**src/rtl/dtt_pkg.sv**
```systemverilog
package dtt_pkg;
  localparam int WORD_W   = 32;
  localparam int MODE_LSB = 27;
  localparam int IE_BIT   = 29;
  localparam int EN_BIT   = 30;

  // Mode code that keeps the channel running; all others stop after expiry.
  localparam logic [1:0] MODE_REPEAT = 2'b01;

  typedef enum logic [1:0] {
    SEL_CTRL   = 2'd0,
    SEL_RELOAD = 2'd1,
    SEL_COUNT  = 2'd2,
    SEL_STATUS = 2'd3
  } reg_sel_e;

  typedef struct packed {
    logic       en;
    logic       ie;
    logic [1:0] mode;
  } ctrl_bits_t;
endpackage

```
**src/rtl/dtt_prescaler.sv**
```systemverilog
module dtt_prescaler #(
  parameter int PRE_W = 8
) (
  input  logic             clk,
  input  logic             rst,
  input  logic             run,
  input  logic             restart,
  input  logic [PRE_W-1:0] divide,
  output logic             tick
);
  logic [PRE_W-1:0] phase_q;
  logic             at_end;

  assign at_end = (phase_q == divide);
  // A restart cycle never produces a tick.
  assign tick   = run & ~restart & at_end;

  always_ff @(posedge clk) begin
    if (rst || restart || !run) phase_q <= '0;
    else if (at_end)            phase_q <= '0;
    else                        phase_q <= phase_q + 1'b1;
  end
endmodule

```
**src/rtl/dtt_channel.sv**
```systemverilog
module dtt_channel
  import dtt_pkg::*;
#(
  parameter int CNT_W = 32,
  parameter int PRE_W = 8
) (
  input  logic              clk,
  input  logic              rst,
  input  logic              ctrl_we,
  input  logic              reload_we,
  input  logic [WORD_W-1:0] wdata,
  output ctrl_bits_t        ctrl_q,
  output logic              ie_next,
  output logic              periodic,
  output logic [PRE_W-1:0]  pre_q,
  output logic [CNT_W-1:0]  reload_q,
  output logic [CNT_W-1:0]  count_q,
  output logic              expire,
  output logic [WORD_W-1:0] ctrl_word
);
  logic restart;
  logic tick;
  logic start_ctrl;
  logic arm_reload;

  assign periodic   = (ctrl_q.mode == MODE_REPEAT);
  assign restart    = ctrl_we | reload_we;
  assign start_ctrl = ctrl_we & wdata[EN_BIT] & ~ctrl_q.en;
  assign arm_reload = reload_we & ~periodic;
  assign ie_next    = ctrl_we ? wdata[IE_BIT] : ctrl_q.ie;
  assign expire     = tick & (count_q <= CNT_W'(1));

  dtt_prescaler #(.PRE_W(PRE_W)) u_pre (
    .clk     (clk),
    .rst     (rst),
    .run     (ctrl_q.en),
    .restart (restart),
    .divide  (pre_q),
    .tick    (tick)
  );

  always_ff @(posedge clk) begin
    if (rst) begin
      ctrl_q   <= '0;
      pre_q    <= '0;
      reload_q <= '0;
      count_q  <= '0;
    end else if (ctrl_we) begin
      ctrl_q.en   <= wdata[EN_BIT];
      ctrl_q.ie   <= wdata[IE_BIT];
      ctrl_q.mode <= wdata[MODE_LSB +: 2];
      pre_q       <= wdata[PRE_W-1:0];
      if (start_ctrl) count_q <= reload_q;
    end else if (reload_we) begin
      reload_q <= wdata[CNT_W-1:0];
      if (arm_reload) begin
        count_q   <= wdata[CNT_W-1:0];
        ctrl_q.en <= 1'b1;
      end
    end else if (tick) begin
      if (expire) begin
        if (periodic) begin
          count_q <= reload_q;
        end else begin
          count_q   <= '0;
          ctrl_q.en <= 1'b0;
        end
      end else begin
        count_q <= count_q - 1'b1;
      end
    end
  end

  always_comb begin
    ctrl_word                     = '0;
    ctrl_word[EN_BIT]             = ctrl_q.en;
    ctrl_word[IE_BIT]             = ctrl_q.ie;
    ctrl_word[MODE_LSB +: 2]      = ctrl_q.mode;
    ctrl_word[PRE_W-1:0]          = pre_q;
  end
endmodule

```
**src/rtl/dtt_status.sv**
```systemverilog
module dtt_status #(
  parameter int NCH = 2
) (
  input  logic           clk,
  input  logic           rst,
  input  logic [NCH-1:0] set,
  input  logic           clr_we,
  input  logic [NCH-1:0] clr_bits,
  input  logic [NCH-1:0] ie_next,
  output logic [NCH-1:0] flag_q,
  output logic [NCH-1:0] irq_q
);
  logic [NCH-1:0] clr_eff;
  logic [NCH-1:0] flag_d;

  assign clr_eff = clr_we ? clr_bits : '0;
  // Set is OR-ed last so it wins over a same-cycle clear.
  assign flag_d  = set | (flag_q & ~clr_eff);

  always_ff @(posedge clk) begin
    if (rst) begin
      flag_q <= '0;
      irq_q  <= '0;
    end else begin
      flag_q <= flag_d;
      irq_q  <= flag_d & ie_next;
    end
  end
endmodule

```
**src/rtl/dual_tick_timer.sv**
```systemverilog
module dual_tick_timer
  import dtt_pkg::*;
#(
  parameter  int NCH    = 2,
  parameter  int CNT_W  = 32,
  parameter  int PRE_W  = 8,
  localparam int CH_W   = (NCH > 1) ? $clog2(NCH) : 1,
  localparam int ADDR_W = CH_W + 2
) (
  input  logic              clk,
  input  logic              rst,
  input  logic              wr_en,
  input  logic              rd_en,
  input  logic [ADDR_W-1:0] addr,
  input  logic [WORD_W-1:0] wdata,
  output logic [WORD_W-1:0] rdata,
  output logic [NCH-1:0]    irq
);
  reg_sel_e                     sel;
  logic [CH_W-1:0]              ch_idx;
  logic [NCH-1:0]               ctrl_we;
  logic [NCH-1:0]               reload_we;
  logic                         stat_we;
  logic [NCH-1:0]               expire_v;
  logic [NCH-1:0]               ie_next_v;
  logic [NCH-1:0]               en_v;
  logic [NCH-1:0]               ie_v;
  logic [NCH-1:0]               periodic_v;
  logic [NCH-1:0]               flag_v;
  logic [NCH-1:0][WORD_W-1:0]   ctrl_v;
  logic [NCH-1:0][CNT_W-1:0]    count_v;
  logic [NCH-1:0][CNT_W-1:0]    reload_v;
  logic [WORD_W-1:0]            rd_word;

  assign sel     = reg_sel_e'(addr[1:0]);
  assign ch_idx  = addr[ADDR_W-1:2];
  assign stat_we = wr_en && (sel == SEL_STATUS);

  for (genvar g = 0; g < NCH; g++) begin : g_ch
    ctrl_bits_t      cb;
    logic [PRE_W-1:0] pre;

    assign ctrl_we[g]   = wr_en && (sel == SEL_CTRL)   && (ch_idx == CH_W'(g));
    assign reload_we[g] = wr_en && (sel == SEL_RELOAD) && (ch_idx == CH_W'(g));

    dtt_channel #(.CNT_W(CNT_W), .PRE_W(PRE_W)) u_chan (
      .clk       (clk),
      .rst       (rst),
      .ctrl_we   (ctrl_we[g]),
      .reload_we (reload_we[g]),
      .wdata     (wdata),
      .ctrl_q    (cb),
      .ie_next   (ie_next_v[g]),
      .periodic  (periodic_v[g]),
      .pre_q     (pre),
      .reload_q  (reload_v[g]),
      .count_q   (count_v[g]),
      .expire    (expire_v[g]),
      .ctrl_word (ctrl_v[g])
    );

    assign en_v[g] = cb.en;
    assign ie_v[g] = cb.ie;
  end

  dtt_status #(.NCH(NCH)) u_status (
    .clk      (clk),
    .rst      (rst),
    .set      (expire_v),
    .clr_we   (stat_we),
    .clr_bits (wdata[NCH-1:0]),
    .ie_next  (ie_next_v),
    .flag_q   (flag_v),
    .irq_q    (irq)
  );

  always_comb begin
    rd_word = '0;
    if (sel == SEL_STATUS) begin
      rd_word = WORD_W'(flag_v);
    end else if (int'(ch_idx) < NCH) begin
      case (sel)
        SEL_CTRL:   rd_word = ctrl_v[ch_idx];
        SEL_RELOAD: rd_word = WORD_W'(reload_v[ch_idx]);
        SEL_COUNT:  rd_word = WORD_W'(count_v[ch_idx]);
        default:    rd_word = '0;
      endcase
    end
  end

  always_ff @(posedge clk) begin
    if (rst)        rdata <= '0;
    else if (rd_en) rdata <= rd_word;
  end
endmodule

```
**config.mk**
```make
export PLATFORM = sky130hd
export DESIGN_NAME = dual_tick_timer
export DESIGN_NICKNAME = d
export VERILOG_FILES = /design/src/rtl/dtt_pkg.sv /design/src/rtl/dtt_prescaler.sv /design/src/rtl/dtt_channel.sv /design/src/rtl/dtt_status.sv /design/src/rtl/dual_tick_timer.sv
export SDC_FILE = /design/constraint.sdc
export NUM_CORES = 1
export LEC_CHECK = 0
export BUFFER_PORTS_ARGS = -buffer_cell sky130_fd_sc_hd__buf_2
export CAP_MARGIN = 0
export CORE_UTILIZATION = 50
export DETAILED_ROUTE_END_ITERATION = 7
export PLACE_DENSITY = 0.68
export SLEW_MARGIN = 20
export SYNTH_ARGS = -nofsm -noshare
export SYNTH_HDL_FRONTEND = slang
export SYNTH_SLANG_ARGS = --single-unit
```
**constraint.sdc**
```tcl
create_clock -name clk -period 2.65 [get_ports clk]
set_input_delay 0.265 -clock clk [delete_from_list [all_inputs] [get_ports clk]]
set_output_delay 0.265 -clock clk [all_outputs]
set_load 0.03 [all_outputs]
```
==> summary.md <==
| Metric | Value |
|---|---|
| CTS max path bufs | `3` |
| Syn nets | `about 1500` |
| Routed Antenna Nets | `0` |
| Total placed instance area | `12700 sq um` |
| R2R depth | `9` |
| Failing checks | `negative setup slack` |
| Largest family of logic cells by synthesized area | `compound AO/OA/AOI/OAI gates` |
| Row cnt | `54` |
| Total track usage | `34.2%` |
| Post-synthesis xor/xnor area fraction | `approximately 5.8%` |
| Synthesized area | `between 10000 and 15000 sq um` |
| Peak VDD IR | `498 uV` |
| Wire per inst | `around 22 um` |
| Run status | `finished, violations left` |
| Pin count of the biggest net entering global routing | `64` |
| Area delta synth->final | `19.6%` |
| Vias in the first global route | `between 10000 and 15000` |
| Synthesis-stage register bit count | `between 200 and 250` |
| CTS H-Tree Depth | `1` |
| Post-DR vias/cell | `6.32` |
| CTS buffer count | `24` |
| RePlAce Congestion | `between 0.9 and 1` |
| First-pass GRT wire length | `63.5 mm` |
| GRT overflow | `0` |
| Design Area, Final | `13700 sq um` |
| Worst-path clk slew | `roughly 0.060 ns` |
| Antenna violations before repair | `0` |
| Worst skew pair latency | `0.53 ns` |
| Mapped Cells | `1490` |
| DP HPWL | `27.6 mm` |
| Die width | `~150 um` |
| Post-synth EDFFs | `0` |
| Final Critical Period | `approximately 2.8 ns` |
| Worst reg2reg path startpoint | `g_ch[1].u_chan.count_q[21]` |
| Final setup skew | `0.0123 ns` |
| Final Max Slew Viols | `0` |
| Final Worst Setup Slack | `-0.131 ns` |
| Clock sink count | `204` |
| Max incr delay on CP | `0.57 ns` |
| Syn. warnings | `0` |
| CP arrival | `3.22 ns` |
| Synth Area in Adders | `0.657%` |
| DIE AREA | `between 20000 and 25000 sq um` |
| Pleak | `5.16 nW` |
| CP top delay family | `simple AND/OR/NAND/NOR gates` |
| Tightest Pin Transition | `around 0.65 ns` |
| Drt first pass iters | `6` |
| Fmax | `0.360 GHz` |
| RR Endpoint | `g_ch[1].u_chan.count_q[31]` |
| Synth Flop Type | `dfxtp_1` |
| Hold/Removal Path Class | `in -> reg` |
| # DRC | `0` |
| CP Buf/Inv Count | `3` |
| Compound-gate portion of the synthesized area | `24.4%` |
| Multiplexer area fraction after synthesis | `5.63%` |
| Reg area | `4090 sq um` |
| Area of the multi-input gates | `6900 sq um` |
| # IOs | `73` |
| Crit path capture | `g_ch[1].u_chan.count_q[31]` |
| Crit path max fanout | `9` |
| Die Y | `153 um` |
| Fillcell total | `1991` |
| Ys async rst share | `0%` |
| Synth Area in Simple Gates | `23.0%` |
| Most frequent CP cell | `or4_4` |
| Crit. End Element | `flip-flop` |
| Hold_ws | `0.0268 ns` |
| Sequential share of the synthesized area | `35.8%` |
| Total number of vias | `11900` |
| Layout cells sized above 1 | `17.3%` |
| PwrDens | `around 680 nW/um^2` |
| CTS tree | `built` |
| WP depth | `9` |
| Rel. slew slack | `55.4%` |
| Worst R2R Setup Slack | `-0.13 ns` |
| Crit Path Category | `reg -> reg` |
| Fin. Hold Viols | `0` |
| Synth unique cells | `61` |
| # hold bufs at CTS | `0` |
| PortBufs | `72` |
| CP Launch Point | `g_ch[1].u_chan.count_q[21]` |
| Core Area | `22100 sq um` |
| Syn Area/Cell | `around 7.7 sq um` |
| Final WL | `about 41 mm` |
| Detailed Route Iter0 Violations | `1385` |
| CTS root buf | `clkbuf_16` |
| Type of origin of the critical path | `flip-flop` |
| Final period util | `105%` |
| Diode count | `0` |
| Max_cap viols | `0` |
| Req. time, crit path | `slightly above 3 ns` |
| Fin util | `approximately 62%` |
| Final net count | `1627` |
| Max stage delay cell, worst path | `or4_4` |
| Unrepaired setup endpoints after global routing | `true` |
| Initial Util | `between 50% and 60%` |
| Cells along the critical path | `or4_4, or4_4, buf_8, nor4_4, buf_6, buf_12, mux2i_2, o21ai_1, a311oi_1` |
| # setup viols final | `15` |
## worst register-to-register path, cell delays in order, from the launching register on
cell      delay [ns]
dfxtp_2         0.32
or4_4           0.53
or4_4           0.57
buf_8           0.16
nor4_4          0.23
buf_6           0.19
buf_12          0.15
mux2i_2         0.22
o21ai_1         0.08
a311oi_1        0.25
## power by group
group / internal (mW) / total, mW / switching (mW)
registers: 3.24 / 3.42 / 0.178
clock network: 2.13 / 3.51 / 1.38
logic: 1.01 / 2.41 / 1.40
total: 6.38 / 9.34 / 2.96
## cell usage in the layout, fill, tap and decap left out, drive strengths merged, types with 4 or more instances in the layout
cell     instances
inv             13
nor3            29
o21bai          11
a211oi          18
o41ai            5
mux2            10
buf            193
nor2           167
a211o            8
nand2          224
a311oi          22
clkinv           4
nor4            24
nand4            9
o21ai           80
nand3           33
clkbuf          37
or3             26
a21oi          132
dfxtp          204
o221ai          21
o22ai           17
mux2i           53
a221oi          16
a31oi            9
or4             14
xor2            29
and3            24
a22oi           18
a222oi          12
ha               6
o31ai            5
nand3b           7
nand2b           6
a2111oi         27
or2              7
xnor2           46
## through the flow
stage	setup TNS [ns]	worst slack, ns	instances	total power, mW
final	-1.01	-0.131	1879	9.34
after global routing	-3.42	-0.208	1879	9.72
after CTS	-0.0121	-0.00848	1874	9.28
after detailed placement	-0.119	-0.0561	1827	5.77
after global placement	0	0.0208	1827	5.74
after floorplan	0	0.000507	1490	4.94
## registers in the layout (all words and copies together), names as in the netlist
signal,flops
g_ch.u_chan.count_q,64
rdata,32
g_ch.u_chan.pre_q,16
g_ch.u_chan.ctrl_q,8
u_status.flag_q,2
g_ch.u_chan.u_pre.phase_q,16
u_status.irq_q,2
g_ch.u_chan.reload_q,64
## cell usage after synthesis (5+ instances only)
cell type / instances / area [sq um]
o21ai_0: 79 / 395
buf_1: 11 / 41.3
ha_1: 6 / 75.1
clkbuf_1: 112 / 420
o41ai_1: 5 / 43.8
a311oi_1: 22 / 193
mux2i_1: 53 / 531
or2_2: 7 / 43.8
a221oi_1: 16 / 140
a2111oi_0: 27 / 236
or4_1: 12 / 90.1
a31oi_1: 9 / 56.3
a222oi_1: 12 / 120
or3_1: 26 / 163
nor4_1: 23 / 144
nand2_1: 224 / 841
and3_1: 24 / 150
a22oi_1: 18 / 135
o31ai_1: 5 / 37.5
a211o_1: 8 / 70.1
o21bai_1: 11 / 82.6
xor2_1: 29 / 254
o22ai_1: 17 / 106
nor2_1: 167 / 627
a21oi_1: 132 / 661
o221ai_1: 21 / 184
nand3b_1: 7 / 52.6
nor3_1: 29 / 145
nand4_1: 9 / 56.3
inv_1: 12 / 45.0
nand2b_1: 6 / 37.5
dfxtp_1: 204 / 4080
mux2_2: 10 / 113
a211oi_1: 18 / 135
nand3_1: 33 / 165
xnor2_1: 46 / 403
## final cells by class
type / count / area share (%)
clock inverter: 7 / 0.668
clock buffer: 36 / 5.47
timing repair buffer: 194 / 10.5
sequential: 204 / 29.9
tap: 280 / 2.56
inverter: 13 / 0.357
multi-input combinational: 1145 / 50.5
## what timing repair did
action                     4_1_cts  5_1_grt
setup endpoints to repair       15       41
cloned                           1        1
gates resized for setup          4       19
pin swaps                        1       34
setup buffers                    3        4
## cells by family after synthesis
kind of cell	after synthesis
buf+inv	141
compound gates	422
flops	204
simple gates	579
mux	63
fa+ha+maj	6
xor+xnor	75
## layer usage
layer / GRT usage (%) / part of all wire [%]
met1: 47.7 / 42
met2: 52.2 / 44
met3: 6.92 / 10
met4: 12.3 / 3.2
met5: 0 / 0
## how the worst min path moves through the flow
stage                                         from                           to  depth (start not counted)  slack, ns
after CTS                                wdata[14]  g_ch[1].u_chan.reload_q[14]                          3       0.01
after global routing                     wdata[14]  g_ch[1].u_chan.reload_q[14]                          3       0.02
after floorplan                          wdata[23]  g_ch[0].u_chan.reload_q[23]                          2       0.40
after global placement    g_ch[1].u_chan.ctrl_q[0]     g_ch[1].u_chan.ctrl_q[0]                          2       0.46
after detailed placement                  rdata[9]                     rdata[9]                          2       0.45
final                                    wdata[14]  g_ch[0].u_chan.reload_q[14]                          3       0.03
(Power assumes the default switching activity.)
